$ cat src/rtl/zc_pkg.sv
package zc_pkg;
  localparam int NUM_SRC = 4;
  localparam int SRC_W   = 2;

  typedef enum logic [SRC_W-1:0] {
    SRC_SELECTOR = 2'd0,
    SRC_VOLUME   = 2'd1,
    SRC_TONE     = 2'd2,
    SRC_FADER    = 2'd3
  } zc_src_e;

  localparam logic [1:0] MODE_GATED = 2'b00;

  function automatic logic mode_is_gated(input logic [1:0] mode);
    return mode == MODE_GATED;
  endfunction
endpackage

$ cat src/rtl/zc_src_mux.sv
module zc_src_mux #(
  parameter int NUM_SRC = zc_pkg::NUM_SRC,
  localparam int SEL_W  = $clog2(NUM_SRC)
) (
  input  logic [NUM_SRC-1:0] zc_i,
  input  logic [SEL_W-1:0]   sel_i,
  output logic               hit_o
);
  logic [NUM_SRC-1:0] sel_hit;

  for (genvar g = 0; g < NUM_SRC; g++) begin : g_src
    assign sel_hit[g] = zc_i[g] && (sel_i == SEL_W'(g));
  end

  assign hit_o = |sel_hit;
endmodule

$ cat src/rtl/zc_timeout.sv
module zc_timeout #(
  parameter int TIMEOUT_CYC = 1_250_000,
  localparam int CNT_W      = $clog2(TIMEOUT_CYC) + 1
) (
  input  logic clk_i,
  input  logic rst_ni,
  input  logic restart_i,
  input  logic run_i,
  output logic expire_o
);
  logic [CNT_W-1:0] cnt_q;

  assign expire_o = run_i && !restart_i && (cnt_q == CNT_W'(TIMEOUT_CYC - 1));

  always_ff @(posedge clk_i or negedge rst_ni) begin
    if (!rst_ni)          cnt_q <= '0;
    else if (restart_i)   cnt_q <= '0;
    else if (!run_i)      cnt_q <= '0;
    else if (!expire_o)   cnt_q <= cnt_q + 1'b1;
  end

  a_r7_cnt_bound: assert property (@(posedge clk_i) disable iff (!rst_ni)
    cnt_q < CNT_W'(TIMEOUT_CYC));

  a_r7_restart_clears: assert property (@(posedge clk_i) disable iff (!rst_ni)
    restart_i |=> cnt_q == '0);
endmodule

$ cat src/rtl/zc_ctrl_latch.sv
module zc_ctrl_latch
  import zc_pkg::*;
(
  input  logic             clk_i,
  input  logic             rst_ni,
  input  logic             load_i,
  input  logic [1:0]       mode_i,
  input  logic [SRC_W-1:0] src_sel_i,
  output logic             gated_o,
  output logic [SRC_W-1:0] src_o
);
  // control codes bypass the zero-cross wait
  always_ff @(posedge clk_i or negedge rst_ni) begin
    if (!rst_ni) begin
      gated_o <= 1'b1;
      src_o   <= SRC_SELECTOR;
    end else if (load_i) begin
      gated_o <= mode_is_gated(mode_i);
      src_o   <= src_sel_i;
    end
  end

  a_r4_src_latch: assert property (@(posedge clk_i) disable iff (!rst_ni)
    load_i |=> (src_o == $past(src_sel_i)) && (gated_o == ($past(mode_i) == 2'b00)));

  a_r4_src_hold: assert property (@(posedge clk_i) disable iff (!rst_ni)
    !load_i |=> $stable(src_o) && $stable(gated_o));
endmodule

$ cat src/rtl/zc_word_stage.sv
module zc_word_stage #(
  parameter int               DATA_W     = 44,
  parameter logic [DATA_W-1:0] RESET_WORD = '0
) (
  input  logic              clk_i,
  input  logic              rst_ni,
  input  logic              load_i,
  input  logic              gated_i,
  input  logic [DATA_W-1:0] word_i,
  input  logic              fire_i,
  output logic              pending_o,
  output logic              commit_o,
  output logic [DATA_W-1:0] data_o
);
  logic [DATA_W-1:0] hold_q;

  always_ff @(posedge clk_i or negedge rst_ni) begin
    if (!rst_ni) begin
      hold_q    <= RESET_WORD;
      pending_o <= 1'b0;
      commit_o  <= 1'b0;
      data_o    <= RESET_WORD;
    end else if (load_i) begin
      // new transfer wins over any crossing in the same cycle
      if (gated_i) begin
        hold_q    <= word_i;
        pending_o <= 1'b1;
        commit_o  <= 1'b0;
      end else begin
        data_o    <= word_i;
        pending_o <= 1'b0;
        commit_o  <= 1'b1;
      end
    end else if (pending_o && fire_i) begin
      data_o    <= hold_q;
      pending_o <= 1'b0;
      commit_o  <= 1'b1;
    end else begin
      commit_o  <= 1'b0;
    end
  end

  a_r2_gated_load: assert property (@(posedge clk_i) disable iff (!rst_ni)
    load_i && gated_i |=> pending_o && !commit_o && $stable(data_o));

  a_r3_imm_load: assert property (@(posedge clk_i) disable iff (!rst_ni)
    load_i && !gated_i |=> commit_o && !pending_o && (data_o == $past(word_i)));

  a_r9_commit_not_pending: assert property (@(posedge clk_i) disable iff (!rst_ni)
    commit_o |-> !pending_o);

  a_r9_data_hold: assert property (@(posedge clk_i) disable iff (!rst_ni)
    !commit_o |-> $stable(data_o));

  a_r11_idle_quiet: assert property (@(posedge clk_i) disable iff (!rst_ni)
    !pending_o && !load_i |=> !commit_o);
endmodule

$ cat src/rtl/zc_update_ctrl.sv
module zc_update_ctrl
  import zc_pkg::*;
#(
  parameter int                DATA_W      = 44,
  parameter int                TIMEOUT_CYC = 1_250_000,
  parameter logic [DATA_W-1:0] RESET_WORD  = '0
) (
  input  logic              clk_i,
  input  logic              rst_ni,
  input  logic              load_i,
  input  logic [DATA_W-1:0] word_i,
  input  logic [1:0]        mode_i,
  input  logic [1:0]        src_sel_i,
  input  logic [3:0]        zc_i,
  output logic              commit_o,
  output logic [DATA_W-1:0] data_o,
  output logic              pending_o,
  output logic              gated_o,
  output logic [1:0]        src_o
);
  logic zc_hit;
  logic expire;
  logic fire;
  logic gated_new;

  assign gated_new = mode_is_gated(mode_i);
  assign fire      = zc_hit || expire;

  zc_ctrl_latch u_ctrl (
    .clk_i     (clk_i),
    .rst_ni    (rst_ni),
    .load_i    (load_i),
    .mode_i    (mode_i),
    .src_sel_i (src_sel_i),
    .gated_o   (gated_o),
    .src_o     (src_o)
  );

  zc_src_mux #(.NUM_SRC(NUM_SRC)) u_mux (
    .zc_i  (zc_i),
    .sel_i (src_o),
    .hit_o (zc_hit)
  );

  zc_timeout #(.TIMEOUT_CYC(TIMEOUT_CYC)) u_tmo (
    .clk_i     (clk_i),
    .rst_ni    (rst_ni),
    .restart_i (load_i),
    .run_i     (pending_o),
    .expire_o  (expire)
  );

  zc_word_stage #(.DATA_W(DATA_W), .RESET_WORD(RESET_WORD)) u_word (
    .clk_i     (clk_i),
    .rst_ni    (rst_ni),
    .load_i    (load_i),
    .gated_i   (gated_new),
    .word_i    (word_i),
    .fire_i    (fire),
    .pending_o (pending_o),
    .commit_o  (commit_o),
    .data_o    (data_o)
  );

  a_r5_hit_commits: assert property (@(posedge clk_i) disable iff (!rst_ni)
    pending_o && !load_i && zc_i[src_o] |=> commit_o);

  a_r6_other_ignored: assert property (@(posedge clk_i) disable iff (!rst_ni)
    pending_o && !load_i && !zc_i[src_o] && !expire |=> pending_o && !commit_o);

  a_r10_load_beats_zc: assert property (@(posedge clk_i) disable iff (!rst_ni)
    load_i && gated_new |=> !commit_o);
endmodule

$ cat config.mk
export PLATFORM = sky130hd
export DESIGN_NAME = zc_update_ctrl
export DESIGN_NICKNAME = d
export VERILOG_FILES = /design/src/rtl/zc_pkg.sv /design/src/rtl/zc_src_mux.sv /design/src/rtl/zc_timeout.sv /design/src/rtl/zc_ctrl_latch.sv /design/src/rtl/zc_word_stage.sv /design/src/rtl/zc_update_ctrl.sv
export SDC_FILE = /design/constraint.sdc
export NUM_CORES = 1
export LEC_CHECK = 0
export BUFFER_PORTS_ARGS = -buffer_cell sky130_fd_sc_hd__clkbuf_2
export CORE_ASPECT_RATIO = 0.6
export CORE_MARGIN = 8
export CORE_UTILIZATION = 61
export DETAILED_ROUTE_END_ITERATION = 10
export PLACE_DENSITY = 0.85
export SETUP_SLACK_MARGIN = 0.3
export SLEW_MARGIN = 20
export SYNTH_ARGS = -nofsm -noshare
export SYNTH_HDL_FRONTEND = slang
export SYNTH_SLANG_ARGS = --single-unit
$ cat constraint.sdc
create_clock -name clk_i -period 3.1 [get_ports clk_i]
set_input_delay 0 -clock clk_i [delete_from_list [all_inputs] [get_ports clk_i]]
set_output_delay 0 -clock clk_i [all_outputs]
set_load 0.1 [all_outputs]
==> results of run 1 <==
## cells in the mapped netlist (2+ instances only)
cell type	instances
and4_1	3
nand3b_1	2
nor4_1	4
o22ai_1	44
o31ai_1	2
xor2_1	2
a41o_1	2
nand3_1	6
nor2_1	12
mux2i_1	3
a31oi_1	3
a211oi_2	38
nor2b_1	45
nand2b_1	4
o21ai_0	8
buf_6	5
buf_1	8
nor4_2	2
xnor2_1	4
clkbuf_1	19
inv_1	5
nor3_1	4
a211oi_1	50
a21oi_1	53
nand4_1	6
buf_4	3
buf_2	24
or3_1	45
mux2_2	3
nand2_1	147
or3_2	4
dfrtp_1	114
## how the worst max path moves through the flow
stage / end
3_5_place_dp: u_word.data_o[20]$_DFFE_PN0P_
4_1_cts: u_word.data_o[43]$_DFFE_PN0P_
2_1_floorplan: u_word.data_o[36]$_DFFE_PN0P_
6_report: u_word.data_o[43]$_DFFE_PN0P_
3_3_place_gp: u_word.data_o[4]$_DFFE_PN0P_
5_1_grt: u_word.data_o[43]$_DFFE_PN0P_
## cell usage in the layout (no fill, tap or decap), types with 3 or more instances in the layout
master	netlist	routed
nand3_1	6	6
dlygate4sd3_1	0	47
a21oi_1	53	53
xnor2_1	4	4
o22ai_1	44	44
o21ai_0	8	8
or3_1	45	45
mux2i_1	3	3
buf_4	3	14
mux2_2	3	3
nand2_1	147	147
clkinv_2	0	4
or3_2	4	4
nor4_1	4	4
nand4_1	6	6
clkbuf_8	0	4
clkbuf_2	0	101
dfrtp_1	114	114
inv_1	5	5
a211oi_1	50	50
a31oi_1	3	3
a211oi_2	38	38
clkbuf_1	19	4
nor3_1	4	4
nor2b_1	45	45
clkbuf_16	0	17
nor2_1	12	12
nand2b_1	4	4
## routing by layer
layer | part of all wire, % | routed length, microns | vias up | GRT usage, %
li1 | - | - | 2744 | -
met1 | 40 | 7550 | 2996 | 35.4
met2 | 46 | 8650 | 399 | 42.7
met3 | 11 | 2000 | 71 | 7.74
met4 | 2.7 | 500 | 0 | 13.0
met5 | 0 | 0 | - | 0
## cell families (layout without fill, tap and decap cells)
group                      Yosys count  after routing  synth area share [%]
AOI/OAI and AO/OA                  205            205                  24.1
xor gates and xnor gates             6              6                 0.831
adders and majority gates            1              1                 0.198
buffers and inverters               64            199                  5.05
DFF                                115            115                  45.5
muxes                                7              7                  1.37
and+or+nand+nor                    292            292                  23.0
## worst max-delay path: stages, from the launching register on
cell and delay (ps):
dfrtp_1 390, mux4_2 840, a21o_2 480, buf_4 280, a211oi_1 220
## power breakdown
group,switching [W],internal (W)
Sequential,0.000186,0.00173
Combinational,0.00147,0.000432
Clock,0.000665,0.00109
## flip-flops by register name, summed over array words and instances, names as in the netlist
signal,count
u_ctrl.gated_o,1
u_word.commit_o,1
u_tmo.cnt_q,22
u_ctrl.src_o,2
u_word.pending_o,1
u_word.data_o,44
u_word.hold_q,44
## through the flow
stage | cells | hold WS (ps)
after detailed placement | 883 | 80.3
after global placement | 883 | 73.9
final | 960 | 139
after CTS | 960 | 115
after floorplan | 690 | -296
after global routing | 960 | 151
## area by class of cell
cell class	count	area, sq um	area share (%)
Inverter	5	18.8	0.239
Clock inverter	5	27.5	0.350
Multi-Input combinational cell	511	3160	40.1
Sequential cell	115	2880	36.6
Tap cell	135	169	2.15
Timing Repair Buffer	164	1120	14.2
Clock buffer	25	495	6.30
==> results_dict.tcl, run 1 <==
set metrics [dict create \
    outcome "completed" \
    power.density_nw_per_um2 708 \
    grt_pass1_vias 6150 \
    clock_path_buffers 2 \
    min_delay_worst_endpoint "u_word.data_o[16]$_DFFE_PN0P_" \
    ir_drop_mv 0.470 \
    hold_path_depth 4 \
    initial_core_util_pct 63.3 \
    die_h_microns 94.9 \
    slew_headroom_pct 48.6 \
    syn_area_sq_um 6320 \
    post-cts-setup-buffers 0 \
    syn_nets 746 \
    yosysSeqAreaShare_pct 45.5 \
    pre_cts_slack_ps 760 \
    required_ps 3420 \
    netlist_top_cells_area "dfrtp_1 (45%), nand2_1 (8.7%), a211oi_2 (7.5%)" \
    wl_per_cell_microns 19.5 \
    drt_iter0_drc 732 \
    finalWorstPathRequiredPeriod_ps 2310 \
    fp.dieW_microns 147 \
    async_reset_ff_share_pct 100 \
    synth_cells 690 \
    synthFlopType "dfrtp_1" \
    hold_viol_final 0 \
    syn_to_final_growth_pct 24.4 \
    yosys.area.top_type "dfrtp_1" \
    grt_overflow_total 0 \
    die-area_sq_um 14000 \
    io_pins 104 \
    finalSetupViolations 0 \
    grt_antenna_before_repair 0 \
    r2r-start "u_ctrl.src_o[0]$_DFFE_PN0P_" \
    placed_area_sq_um 6880 \
    startpoint "u_ctrl.src_o[0]$_DFFE_PN0P_" \
    rsz0062_at_grt "no" \
    holdBufCountCts 47 \
    antennaDiodeCount 0 \
    hpwl_microns 11400 \
    drv_cap 0 \
    fillerInstances 631 \
    max_clock_freq_ghz 0.433 \
    synth.distinct_cells 48 \
    r2r-end "u_word.data_o[43]$_DFFE_PN0P_" \
    vias 6210 \
    grt_util_all_layers_pct 27.5 \
    synth_edf_count 0 \
    num-nets-final 870 \
    fin_ws_ps 790 \
    finalCritPeriodShare_pct 74.5 \
    path_max_fanout 45 \
    synth_seq_cells 115 \
    cts_tree "yes" \
    gp_congestion 0.858 \
    viasPerCell 6.47 \
    ctsResizeCount 0 \
    p_leak_nw 3.41 \
    clock_sinks 115 \
    grt_max_degree 80 \
    clock-root-buffer "clkbuf_16" \
    hold_path.class "primary input to flop" \
    synth_warnings 0 \
    finish.instance_area_sq_um 7870 \
    r2r_slack_ps 790 \
    reg2reg_depth 4 \
    maxSlewViolCount 0 \
    clk_pin_slew_ps 50 \
    end_kind "flop" \
    drive_gt1_share_pct 24.1 \
    numCtsBuffers 17 \
    numPortBuffers 103 \
    crit_arrival_ps 2630 \
    wirelength_microns 18700 \
    worst_setup_path_start_kind "flop" \
    tightest_slew_ps 769 \
    grt_first_pass_wirelength_microns 30900 \
    crit_type "flop to flop" \
    num_rows 28 \
    core_sq_um 9980 \
    h-tree-depth 4 \
    clock_latency_ps 420 \
    total_power_w 0.00557 \
    min-delay-start "mode_i[0]" \
    drt_first_pass_iters 5 \
    drc_errors 0 \
    final_core_util_pct 78.8 \
    syn_avg_cell_area_sq_um 9.16 \
    fin_tns_setup_ps 0 \
    synth_top_area_share_pct 45.1 \
    skew_ps 7.28 \
    drtAntennaViolNets 0 \
]
No activity file was read; power rests on OpenSTA's default activity.
==> inputs of run 2 (changes only) <==
--- a/config.mk
+++ b/config.mk
@@ -8,9 +8,9 @@
 export BUFFER_PORTS_ARGS = -buffer_cell sky130_fd_sc_hd__clkbuf_2
 export CORE_ASPECT_RATIO = 0.6
 export CORE_MARGIN = 8
-export CORE_UTILIZATION = 61
+export CORE_UTILIZATION = 51
 export DETAILED_ROUTE_END_ITERATION = 10
-export PLACE_DENSITY = 0.85
+export PLACE_DENSITY = 0.76
 export SETUP_SLACK_MARGIN = 0.3
 export SLEW_MARGIN = 20
 export SYNTH_ARGS = -nofsm -noshare
==> constraint.sdc (replaced) <==
create_clock -name clk_i -period 1.9 [get_ports clk_i]
set_input_delay 0 -clock clk_i [delete_from_list [all_inputs] [get_ports clk_i]]
set_output_delay 0 -clock clk_i [all_outputs]
set_load 0.1 [all_outputs]
==> run 2 against run 1 <==
  * Register-to-register slack worse by 770 ps
  * Worst setup slack worse by 770 ps
  * Clock power up 86%
  * Via count up 4.9%
  * Largest cell class unchanged
  * Critical path depth up 1
  * Utilization down 5.8 points
  * Power up 73%
==> results_dict.tcl, run 2 (synthesis results as in run 1) <==
set metrics [dict create \
    p_leak_nw 3.77 \
    crit_type "flop to flop" \
    core_sq_um 12100 \
    skew_ps 9.40 \
    startpoint "u_ctrl.src_o[0]$_DFFE_PN0P_" \
    max_clock_freq_ghz 0.533 \
    antennaDiodeCount 0 \
    crit_cells 5 \
    fin_tns_setup_ps 0 \
    drt_first_pass_iters 7 \
    hold_viol_final 0 \
    drt_iter0_drc 737 \
    die-area_sq_um 16300 \
    finalCritPeriodShare_pct 98.8 \
    final_core_util_pct 73.0 \
    viasPerCell 6.29 \
    top_usage_layer "met2" \
    slew_headroom_pct 57.3 \
    end_kind "flop" \
    hold_path.class "primary input to async pin" \
    ir_drop_mv 1.01 \
    drc_errors 0 \
    p_comb_share_pct 33.8 \
    grt_overflow_total 0 \
    netSwitchingPower_w 0.00392 \
    num-nets-final 915 \
    crit_chain "mux4_2, buf_6, or3_1, a21oi_1, a211oi_2" \
    total_power_w 0.00963 \
    worst_setup_path_start_kind "flop" \
    gp_congestion 0.846 \
    reg2reg_depth 5 \
    numCtsBuffers 17 \
    grt_use_met2_pct 41.6 \
    stdcell_count 1036 \
    timing.critical_path.buf_inv 1 \
    io_pins 104 \
    vias 6513 \
    cp_slowest_stage_delay_ps 590 \
    use_met3_pct 6.15 \
    grt_util_all_layers_pct 25.2 \
    drv_cap 0 \
    finalSetupViolations 0 \
    r2r_slack_ps 20 \
    grt_antenna_before_repair 0 \
    grtUsageMet1_pct 31.6 \
    r2r-start "u_ctrl.src_o[0]$_DFFE_PN0P_" \
    numPortBuffers 103 \
    path_max_fanout 20 \
    hpwl_microns 12000 \
    required_ps 2190 \
    largest_registers "u_word.data_o x44, u_word.hold_q x44, u_tmo.cnt_q x22" \
    finish.instance_area_sq_um 8810 \
    p_seq_share_pct 32.3 \
    swShare_pct 40.7 \
    clock_path_buffers 2 \
    wl_per_cell_microns 20.4 \
    rsz0062_at_grt "yes" \
    clock_sinks 115 \
    pwr-share-clk_pct 33.9 \
    placed_area_sq_um 7150 \
    finalWorstPathRequiredPeriod_ps 1880 \
    num_rows 31 \
    grt_max_degree 69 \
    r2r-end "u_word.data_o[19]$_DFFE_PN0P_" \
    clock_latency_ps 420 \
    tightest_slew_ps 640 \
    crit_arrival_ps 2170 \
    h-tree-depth 4 \
    die_h_microns 102 \
    fp.dieW_microns 160 \
    syn_to_final_growth_pct 39.3 \
    outcome "completed" \
    power.density_nw_per_um2 1090 \
    cpLargestDelayFamily "multiplexers" \
    p_int_w 0.00570 \
    drtAntennaViolNets 0 \
    maxSlewViolCount 0 \
    final_cell_mix "nand2_1 (143), dfrtp_1 (103), clkbuf_2 (101)" \
    wirelength_microns 21100 \
    initial_core_util_pct 52.4 \
    grt_first_pass_wirelength_microns 33200 \
    drive_gt1_share_pct 35.9 \
    clock-root-buffer "clkbuf_16" \
    final_common_cell "nand2_1" \
    dp_cells 933 \
    clk_pin_slew_ps 50 \
    grt_pass1_vias 6558 \
    cp_slowest_cell "mux4_2" \
    cts_tree "yes" \
]
==> run 2: routing by layer <==
layer  share of wire [%]  vias to the layer above
met1                  41                     3211
li1                    -                     2847
met3                 9.2                       66
met5                   0                        -
met4                 2.4                        0
met2                  48                      389
==> run 2: final cells by class <==
class / count / area, sq um
tap: 165 / 206
timing repair buffer: 209 / 1660
multi-input combinational: 511 / 3430
clock buffer: 22 / 494
sequential: 115 / 2900
fill: 782 / 3250
clock inverter: 9 / 103
inverter: 5 / 18.8
==> run 2: how the worst max path moves through the flow <==
stage,endpoint,slack [ps]
final,u_word.data_o[19]$_DFFE_PN0P_,20
after floorplan,u_word.data_o[36]$_DFFE_PN0P_,-90
after CTS,u_word.data_o[2]$_DFFE_PN0P_,20
after global placement,u_word.data_o[43]$_DFFE_PN0P_,6
after detailed placement,u_word.data_o[43]$_DFFE_PN0P_,-20
after global routing,u_word.data_o[33]$_DFFE_PN0P_,-40
==> run 2: metrics by stage <==
stage | setup WS (ps) | hold slack (ps)
floorplan | -85.4 | -296
global placement | 5.57 | 2.09
detailed placement | -24.7 | 16.3
CTS | 18.8 | 91.8
global route | -35.9 | 128
finish | 22.2 | 110
==> run 2: power groups by stage <==
stage	sequential, W	combinational [W]	clock, W
after global routing	0.00314	0.00340	0.00339
after detailed placement	0.00312	0.00307	0
after global placement	0.00310	0.00301	0
after floorplan	0.00460	0.000895	0
final	0.00311	0.00326	0.00326
after CTS	0.00308	0.00323	0.00326
==> run 2: worst reg2reg max path, cell delays in order, from the launching register on <==
cell and delay [ps]:
dfrtp_4 420, mux4_2 590, buf_6 200, or3_1 320, a21oi_1 180, a211oi_2 50
==> run 2: timing repair <==
item / 4_1_cts / 5_1_grt
pin swaps: 3 / 11
gates cloned: 2 / 1
buffers inserted: 9 / 13
hold buffers: 47 / 0
endpoints found under the setup margin: 57 / 58
hold endpoints to repair: 132 / 0
gates resized for setup: 39 / 46
